### src/rtl/nor_seq_pkg.sv
// Package: shared types and command constants for the NOR flash sequencer.
// Assumes a 16-bit-or-wider command space; unlock addresses are zero-extended.
package nor_seq_pkg;

    typedef enum logic [1:0] {
        OP_PROG  = 2'd0,
        OP_SECT  = 2'd1,
        OP_BLOCK = 2'd2,
        OP_CHIP  = 2'd3
    } op_e;

    typedef enum logic [1:0] {
        PH_IDLE,
        PH_SETUP,
        PH_ACT,
        PH_HOLD
    } phase_e;

    typedef enum logic [2:0] {
        S_IDLE,
        S_WR,
        S_WR_WAIT,
        S_GAP,
        S_RD,
        S_RD_WAIT,
        S_FIN
    } seq_e;

    localparam logic [15:0] UNLOCK_ADDR_A = 16'h5555;
    localparam logic [15:0] UNLOCK_ADDR_B = 16'h2AAA;
    localparam logic [7:0]  KEY_FIRST     = 8'hAA;
    localparam logic [7:0]  KEY_SECOND    = 8'h55;
    localparam logic [7:0]  CMD_PROGRAM   = 8'hA0;
    localparam logic [7:0]  CMD_ERASE_PRE = 8'h80;
    localparam logic [7:0]  CMD_SECT_ERS  = 8'h30;
    localparam logic [7:0]  CMD_BLOCK_ERS = 8'h50;
    localparam logic [7:0]  CMD_CHIP_ERS  = 8'h10;

    localparam int unsigned STAT_TOGGLE_BIT = 6;

endpackage

### src/rtl/nor_cmd_gen.sv
// Module: nor_cmd_gen
// Maps (operation, step index) to the address/data of one command write cycle
// and flags the final step. Purely combinational; assumes ADDR_W >= 16 and
// DATA_W >= 8. Program uses steps 0..3, erases use steps 0..5.
module nor_cmd_gen
    import nor_seq_pkg::*;
#(
    parameter int unsigned ADDR_W = 19,
    parameter int unsigned DATA_W = 16
) (
    input  op_e               op,
    input  logic [2:0]        step,
    input  logic [ADDR_W-1:0] tgt_addr,
    input  logic [DATA_W-1:0] tgt_data,
    output logic [ADDR_W-1:0] cyc_addr,
    output logic [DATA_W-1:0] cyc_data,
    output logic              cyc_last
);
    localparam logic [ADDR_W-1:0] ADR_A = ADDR_W'(UNLOCK_ADDR_A);
    localparam logic [ADDR_W-1:0] ADR_B = ADDR_W'(UNLOCK_ADDR_B);
    localparam logic [2:0] PROG_LAST  = 3'd3;
    localparam logic [2:0] ERASE_LAST = 3'd5;

    logic is_prog;
    assign is_prog = (op == OP_PROG);

    // Final-step detection depends on the length of the chosen sequence.
    always_comb begin : last_sel
        cyc_last = is_prog ? (step == PROG_LAST) : (step == ERASE_LAST);
    end

    // Address/data table for each step of the unlock and command sequence.
    always_comb begin : step_table
        cyc_addr = ADR_A;
        cyc_data = DATA_W'(KEY_FIRST);
        case (step)
            3'd0: begin
                cyc_addr = ADR_A;
                cyc_data = DATA_W'(KEY_FIRST);
            end
            3'd1: begin
                cyc_addr = ADR_B;
                cyc_data = DATA_W'(KEY_SECOND);
            end
            3'd2: begin
                cyc_addr = ADR_A;
                cyc_data = is_prog ? DATA_W'(CMD_PROGRAM) : DATA_W'(CMD_ERASE_PRE);
            end
            3'd3: begin
                cyc_addr = is_prog ? tgt_addr : ADR_A;
                cyc_data = is_prog ? tgt_data : DATA_W'(KEY_FIRST);
            end
            3'd4: begin
                cyc_addr = ADR_B;
                cyc_data = DATA_W'(KEY_SECOND);
            end
            default: begin
                case (op)
                    OP_SECT: begin
                        cyc_addr = tgt_addr;
                        cyc_data = DATA_W'(CMD_SECT_ERS);
                    end
                    OP_BLOCK: begin
                        cyc_addr = tgt_addr;
                        cyc_data = DATA_W'(CMD_BLOCK_ERS);
                    end
                    OP_CHIP: begin
                        cyc_addr = ADR_A;
                        cyc_data = DATA_W'(CMD_CHIP_ERS);
                    end
                    default: begin
                        cyc_addr = tgt_addr;
                        cyc_data = tgt_data;
                    end
                endcase
            end
        endcase
    end

endmodule

### src/rtl/nor_bus_cycle.sv
// Module: nor_bus_cycle
// Runs one flash bus cycle (write or read) per start pulse: SETUP with CE low,
// ACT with WE or OE low, HOLD with CE low, then back to IDLE with CE high for
// at least one clock. Address and write data are latched at start and held
// for the whole cycle. Assumes every timing parameter is at least 1 and that
// start only arrives while the engine is idle.
module nor_bus_cycle
    import nor_seq_pkg::*;
#(
    parameter int unsigned ADDR_W  = 19,
    parameter int unsigned DATA_W  = 16,
    parameter int unsigned T_SETUP = 2,
    parameter int unsigned T_PULSE = 4,
    parameter int unsigned T_HOLD  = 2,
    parameter int unsigned T_READ  = 3
) (
    input  logic              clk,
    input  logic              rst_n,
    input  logic              start,
    input  logic              is_read,
    input  logic [ADDR_W-1:0] addr_in,
    input  logic [DATA_W-1:0] data_in,
    output logic              done,
    output logic [DATA_W-1:0] rdata,
    output logic              ce_n,
    output logic              we_n,
    output logic              oe_n,
    output logic [ADDR_W-1:0] bus_addr,
    output logic [DATA_W-1:0] bus_dout,
    output logic              bus_doe,
    input  logic [DATA_W-1:0] bus_din
);
    localparam int unsigned CNT_W = $clog2(T_SETUP + T_PULSE + T_HOLD + T_READ + 1);
    localparam logic [CNT_W-1:0] LD_SETUP = CNT_W'(T_SETUP - 1);
    localparam logic [CNT_W-1:0] LD_PULSE = CNT_W'(T_PULSE - 1);
    localparam logic [CNT_W-1:0] LD_HOLD  = CNT_W'(T_HOLD - 1);
    localparam logic [CNT_W-1:0] LD_READ  = CNT_W'(T_READ - 1);

    phase_e           phase;
    logic [CNT_W-1:0] cnt;
    logic             rd_q;
    logic             cnt_zero;

    assign cnt_zero = (cnt == '0);

    // Phase sequencing, per-phase countdown and capture of read data.
    always_ff @(posedge clk) begin : phase_seq
        if (!rst_n) begin
            phase    <= PH_IDLE;
            cnt      <= '0;
            rd_q     <= 1'b0;
            bus_addr <= '0;
            bus_dout <= '0;
            rdata    <= '0;
        end else begin
            case (phase)
                PH_IDLE: begin
                    if (start) begin
                        phase    <= PH_SETUP;
                        cnt      <= LD_SETUP;
                        rd_q     <= is_read;
                        bus_addr <= addr_in;
                        bus_dout <= data_in;
                    end
                end
                PH_SETUP: begin
                    if (cnt_zero) begin
                        phase <= PH_ACT;
                        cnt   <= rd_q ? LD_READ : LD_PULSE;
                    end else begin
                        cnt <= cnt - 1'b1;
                    end
                end
                PH_ACT: begin
                    if (cnt_zero) begin
                        phase <= PH_HOLD;
                        cnt   <= LD_HOLD;
                        if (rd_q) begin
                            rdata <= bus_din;
                        end
                    end else begin
                        cnt <= cnt - 1'b1;
                    end
                end
                default: begin
                    if (cnt_zero) begin
                        phase <= PH_IDLE;
                    end else begin
                        cnt <= cnt - 1'b1;
                    end
                end
            endcase
        end
    end

    // Strobe and driver-enable decode from the registered phase.
    always_comb begin : strobe_decode
        ce_n    = (phase == PH_IDLE);
        we_n    = !((phase == PH_ACT) && !rd_q);
        oe_n    = !((phase == PH_ACT) && rd_q);
        bus_doe = (phase != PH_IDLE) && !rd_q;
        done    = (phase == PH_HOLD) && cnt_zero;
    end

endmodule

### src/rtl/nor_seq_top.sv
// Module: nor_seq_top
// Host-side program/erase sequencer for a word-wide parallel NOR flash.
// Accepts one request over valid/ready, issues the unlock and command writes
// through nor_bus_cycle, then polls status reads separated by POLL_GAP idle
// clocks until bit 6 repeats on two consecutive reads (done) or MAX_POLLS
// reads have passed (timeout). Assumes ADDR_W >= 16, DATA_W >= 8 and all
// timing parameters >= 1.
module nor_seq_top
    import nor_seq_pkg::*;
#(
    parameter int unsigned ADDR_W    = 19,
    parameter int unsigned DATA_W    = 16,
    parameter int unsigned T_SETUP   = 2,
    parameter int unsigned T_PULSE   = 4,
    parameter int unsigned T_HOLD    = 2,
    parameter int unsigned T_READ    = 3,
    parameter int unsigned POLL_GAP  = 8,
    parameter int unsigned MAX_POLLS = 20000
) (
    input  logic              clk,
    input  logic              rst_n,
    input  logic              req_valid,
    output logic              req_ready,
    input  logic [1:0]        req_op,
    input  logic [ADDR_W-1:0] req_addr,
    input  logic [DATA_W-1:0] req_data,
    output logic              done_valid,
    output logic              done_timeout,
    output logic              flash_ce_n,
    output logic              flash_we_n,
    output logic              flash_oe_n,
    output logic [ADDR_W-1:0] flash_addr,
    output logic [DATA_W-1:0] flash_dq_out,
    output logic              flash_dq_oe,
    input  logic [DATA_W-1:0] flash_dq_in
);
    localparam int unsigned GAP_W  = $clog2(POLL_GAP + 1);
    localparam int unsigned POLL_W = $clog2(MAX_POLLS + 1);
    localparam logic [GAP_W-1:0]  GAP_LOAD  = GAP_W'(POLL_GAP - 1);
    localparam logic [POLL_W-1:0] POLL_LAST = POLL_W'(MAX_POLLS - 1);

    seq_e              st;
    op_e               op_q;
    logic [ADDR_W-1:0] addr_q;
    logic [DATA_W-1:0] data_q;
    logic [2:0]        step_q;
    logic [GAP_W-1:0]  gap_cnt;
    logic [POLL_W-1:0] poll_cnt;
    logic              prev_tgl;
    logic              have_prev;
    logic              tmo_q;

    logic [ADDR_W-1:0] cyc_addr;
    logic [DATA_W-1:0] cyc_data;
    logic              cyc_last;
    logic              eng_start;
    logic              eng_read;
    logic              eng_done;
    logic [DATA_W-1:0] eng_rdata;
    logic              cur_tgl;
    logic              stat_unused;

    nor_cmd_gen #(
        .ADDR_W (ADDR_W),
        .DATA_W (DATA_W)
    ) u_cmd (
        .op       (op_q),
        .step     (step_q),
        .tgt_addr (addr_q),
        .tgt_data (data_q),
        .cyc_addr (cyc_addr),
        .cyc_data (cyc_data),
        .cyc_last (cyc_last)
    );

    nor_bus_cycle #(
        .ADDR_W  (ADDR_W),
        .DATA_W  (DATA_W),
        .T_SETUP (T_SETUP),
        .T_PULSE (T_PULSE),
        .T_HOLD  (T_HOLD),
        .T_READ  (T_READ)
    ) u_bus (
        .clk      (clk),
        .rst_n    (rst_n),
        .start    (eng_start),
        .is_read  (eng_read),
        .addr_in  (eng_read ? addr_q : cyc_addr),
        .data_in  (cyc_data),
        .done     (eng_done),
        .rdata    (eng_rdata),
        .ce_n     (flash_ce_n),
        .we_n     (flash_we_n),
        .oe_n     (flash_oe_n),
        .bus_addr (flash_addr),
        .bus_dout (flash_dq_out),
        .bus_doe  (flash_dq_oe),
        .bus_din  (flash_dq_in)
    );

    assign cur_tgl     = eng_rdata[STAT_TOGGLE_BIT];
    assign stat_unused = ^{eng_rdata[DATA_W-1:STAT_TOGGLE_BIT+1],
                           eng_rdata[STAT_TOGGLE_BIT-1:0]};

    // Handshake, engine kick-off and done decode from the sequencer state.
    always_comb begin : ctl_decode
        req_ready    = (st == S_IDLE);
        eng_start    = (st == S_WR) || (st == S_RD);
        eng_read     = (st == S_RD);
        done_valid   = (st == S_FIN);
        done_timeout = (st == S_FIN) && tmo_q;
    end

    // Main sequencer: accept, command writes, poll gap, status reads, finish.
    always_ff @(posedge clk) begin : seq_fsm
        if (!rst_n) begin
            st        <= S_IDLE;
            op_q      <= OP_PROG;
            addr_q    <= '0;
            data_q    <= '0;
            step_q    <= '0;
            gap_cnt   <= '0;
            poll_cnt  <= '0;
            prev_tgl  <= 1'b0;
            have_prev <= 1'b0;
            tmo_q     <= 1'b0;
        end else begin
            case (st)
                S_IDLE: begin
                    if (req_valid) begin
                        op_q   <= op_e'(req_op);
                        addr_q <= req_addr;
                        data_q <= req_data;
                        step_q <= '0;
                        tmo_q  <= 1'b0;
                        st     <= S_WR;
                    end
                end
                S_WR: begin
                    st <= S_WR_WAIT;
                end
                S_WR_WAIT: begin
                    if (eng_done) begin
                        if (cyc_last) begin
                            have_prev <= 1'b0;
                            poll_cnt  <= '0;
                            gap_cnt   <= GAP_LOAD;
                            st        <= S_GAP;
                        end else begin
                            step_q <= step_q + 1'b1;
                            st     <= S_WR;
                        end
                    end
                end
                S_GAP: begin
                    if (gap_cnt == '0) begin
                        st <= S_RD;
                    end else begin
                        gap_cnt <= gap_cnt - 1'b1;
                    end
                end
                S_RD: begin
                    st <= S_RD_WAIT;
                end
                S_RD_WAIT: begin
                    if (eng_done) begin
                        poll_cnt  <= poll_cnt + 1'b1;
                        prev_tgl  <= cur_tgl;
                        have_prev <= 1'b1;
                        if (have_prev && (cur_tgl == prev_tgl)) begin
                            st <= S_FIN;
                        end else if (poll_cnt >= POLL_LAST) begin
                            tmo_q <= 1'b1;
                            st    <= S_FIN;
                        end else begin
                            gap_cnt <= GAP_LOAD;
                            st      <= S_GAP;
                        end
                    end
                end
                default: begin
                    st <= S_IDLE;
                end
            endcase
        end
    end

endmodule

### config.mk
export PLATFORM = sky130hd
export DESIGN_NAME = nor_seq_top
export DESIGN_NICKNAME = d
export VERILOG_FILES = /design/src/rtl/nor_seq_pkg.sv /design/src/rtl/nor_cmd_gen.sv /design/src/rtl/nor_bus_cycle.sv /design/src/rtl/nor_seq_top.sv
export SDC_FILE = /design/constraint.sdc
export NUM_CORES = 1
export LEC_CHECK = 0
export BUFFER_PORTS_ARGS = -buffer_cell sky130_fd_sc_hd__buf_2
export CELL_PAD_IN_SITES_DETAIL_PLACEMENT = 2
export CELL_PAD_IN_SITES_GLOBAL_PLACEMENT = 2
export CORE_ASPECT_RATIO = 1.75
export CORE_UTILIZATION = 33
export CTS_BUF_LIST = sky130_fd_sc_hd__clkbuf_4
export CTS_CLUSTER_DIAMETER = 100
export DETAILED_ROUTE_END_ITERATION = 8
export PLACE_DENSITY_LB_ADDON = 0.08
export SLEW_MARGIN = 10
export SYNTH_ARGS = -nofsm -noshare
export SYNTH_HDL_FRONTEND = slang
export SYNTH_SLANG_ARGS = --single-unit
### constraint.sdc
create_clock -name clk -period 2.4 [get_ports clk]
set_input_delay 0.24 -clock clk [delete_from_list [all_inputs] [get_ports clk]]
set_output_delay 0.24 -clock clk [all_outputs]
set_load 0.02 [all_outputs]
==> summary.md <==
| Metric | Value |
|---|---|
| Register Area | `2160 um2` |
| Most frequent cells in the layout | `nand2_1, dfxtp_1, buf_2` |
| Ports | `98` |
| Max cap viols | `0` |
| Final setup TNS | `0 ps` |
| Layout Utilization | `41.8%` |
| Yosys reg bits | `108` |
| Initial antenna violation count | `1` |
| Slew @ Worst Pin | `829 ps` |
| Power Dens Cells | `926 nW/um2` |
| Type of origin of the critical path | `register` |
| Die Width | `94.1 um` |
| Max transition margin | `44.7%` |
| Min cycle time layout | `2150 ps` |
| EDFF count, synth | `0` |
| Root buffer cell | `clkbuf_4` |
| Detailed Place HPWL | `11700 um` |
| Remaining Overflow, GRT | `0` |
| Clk_lat worst skew | `480 ps` |
| Most common cell after layout, fill and taps aside | `nand2_1` |
| DRT iter0 DRCs | `151` |
| Leak pwr | `2.41 nW` |
| Crit path cell chain | `inv_1 -> ha_1 -> or4bb_1 -> a211oi_1 -> o21a_1 -> nor3_1 -> a311oi_2` |
| Worst hold path type | `input port to register` |
| Postcts setup bufs | `0` |
| CTS Buffer Depth | `2` |
| Endpoints failing hold | `0` |
| RSZ-0062 raised after global routing | `no` |
| Initial Util | `33.9%` |
| Ys flop type | `dfxtp_1` |
| Clock sink count | `108` |
| Endpoint class of the critical path | `register` |
| CP max stage cell | `or4bb_1` |
| Multi-input gate area | `2530 um2` |
| GP Congestion | `0.745` |
| Area Overhead vs Synth | `23.3%` |
| Chip Height | `163 um` |
| Final Power | `5.60 mW` |
| Placed Cells | `855` |
| Place WS | `266 ps` |
| Vias in the first global route | `5518` |
| Sequential share of the synthesized area | `44.1%` |
| Outcome | `completed` |
| Htree depth | `3` |
| Core area | `14400 um2` |
| Nets@finish | `794` |
| Post-synth top area share | `44.1%` |
| Total CTS buffers | `9` |
| Total routed wirelength | `16900 um` |
| Initial DRT Pass Iterations | `4` |
| Post-Syn Instances | `610` |
| Clk_skew | `18.5 ps` |
| Peak supply drop | `0.395 mV` |
| Largest net degree at the start of global routing | `74` |
| Cts repair resizes | `0` |
| Critical path arrival | `2550 ps` |
| Clock Pin Slew Worst Setup and Hold Paths | `180 ps` |
| Ranking of synthesized cells by area | `dfxtp_1, nand2_1, a21oi_1, nor2_1, o21ai_0` |
| WP data required | `2800 ps` |
| Layout Cells excl Fill | `910` |
| Die Area | `15400 um2` |
| Final worst setup slack | `249 ps` |
| Syn Nets | `680` |
| Mapped cell area | `4900 um2` |
| Worst Path Class, Setup | `register to register` |
| Post-synth top area cell | `dfxtp_1` |
| CP max stage delay | `600 ps` |
| Setup Viol. Count Final | `0` |
| Slew Viols, Final | `0` |
| Synth Warn # | `0` |
| Layout cells sized above 1 | `19.1%` |
| First-pass GRT wire length | `27300 um` |
| Fillers | `1705` |
| GRT Overall Usage | `23.1%` |
| Tcrit/Tclk final | `89.6%` |
| Vias per cell | `5.42` |
| Crit Path Max Fanout | `4` |
| Post-synth ARST share | `0%` |
| Drc violations | `0` |
| Rows | `58` |
| Vias | `4936` |
| Input/output buffers | `82` |
| CTS tree | `yes` |
| Yosys cell types | `69` |
| Mean post-synth cell area | `8.04 um2` |
| Max Fclk | `465 MHz` |
| DR WL/cell | `18.6 um` |
| Detail Route Antenna Nets | `0` |
cell families (layout without fill, tap and decap cells):
family / Yosys count / count (layout) / share of synthesized area, %
buffers and inverters: 51 / 170 / 4.29
muxes: 7 / 7 / 1.53
DFF: 108 / 108 / 44.1
and+or+nand+nor: 255 / 255 / 24.3
xor gates and xnor gates: 4 / 4 / 0.715
other: 0 / 1 / 0
AOI/OAI and AO/OA: 171 / 171 / 21.5
adders and majority gates: 14 / 14 / 3.57
power breakdown:
part / internal [mW] / switching, mW
Combinational: 0.770 / 1.49
Sequential: 2.14 / 0.270
Clock: 0.240 / 0.690
stage by stage:
stage / hold WS [ps] / instance area (um2)
2_1_floorplan: 376 / 4900
4_1_cts: 19.5 / 6040
5_1_grt: 61.0 / 6040
3_3_place_gp: 434 / 5530
3_5_place_dp: 446 / 5530
6_report: 52.1 / 6040
Yosys cell counts (3+ instances only):
cell	n
nand2b_1	10
a21oi_1	73
nand3_1	20
mux2i_1	3
and2_1	5
nor2b_1	3
ha_1	14
nand2_1	117
nand4_1	5
xnor2_1	3
o211ai_1	6
inv_1	15
a211oi_1	6
a22oi_1	11
dfxtp_1	108
o21ai_0	37
mux2_2	4
nor3_1	9
nor3b_1	3
nor2_1	54
a31oi_1	4
buf_2	12
nor4_1	3
or3_1	5
clkbuf_1	21
nand3b_1	3
flip-flops by register name, indices dropped and copies added, names as in the netlist, 2 cells and up:
name and cells:
addr_q 19, data_q 16, gap_cnt 4, op_q 2, poll_cnt 15, st 3
step_q 3, u_bus.bus_addr 19, u_bus.bus_dout 16, u_bus.cnt 4, u_bus.phase 2
final cells by class:
cell class | instances | share of cell area [%]
antenna | 1 | 0.0414
clock buffer | 9 | 1.12
clock inverter | 7 | 1.08
inverter | 16 | 0.994
multi-input combinational | 451 | 41.9
sequential | 108 | 35.8
tap | 180 | 3.73
timing repair buffer | 138 | 15.3
routing by layer:
metal | GRT usage [%] | vias to the layer above | share of wire, %
li1 | - | 2348 | -
met1 | 21.8 | 2476 | 36
met2 | 47.0 | 84 | 58
met3 | 3.68 | 28 | 2.9
met4 | 9.58 | 0 | 3.0
met5 | 0 | - | 0
worst paths after layout:
path	startpoint	to	slack [ps]	depth (start not counted)
worst min register to register	addr_q[8]	addr_q[8]	470	2
worst min-delay path	rst_n	u_bus.bus_addr[17]	50	3
worst max register to register	u_bus.cnt[0]	gap_cnt[1]	250	7
worst max-delay path	u_bus.cnt[0]	gap_cnt[1]	250	7
critical path, delay by kind of cell (launching register included):
kind	cells	cell delay, ps
AOI/OAI and AO/OA	3	730
and+or+nand+nor	2	670
DFF	1	380
adders and majority gates	1	210
buffers and inverters	1	80
timing repair:
| item | CTS | global route |
|---|---|---|
| setup endpoints to repair | 0 | 0 |
| hold endpoints to repair | 38 | 0 |
| hold buffers | 38 | 0 |
Note: power is estimated with default switching activity, not from simulation.
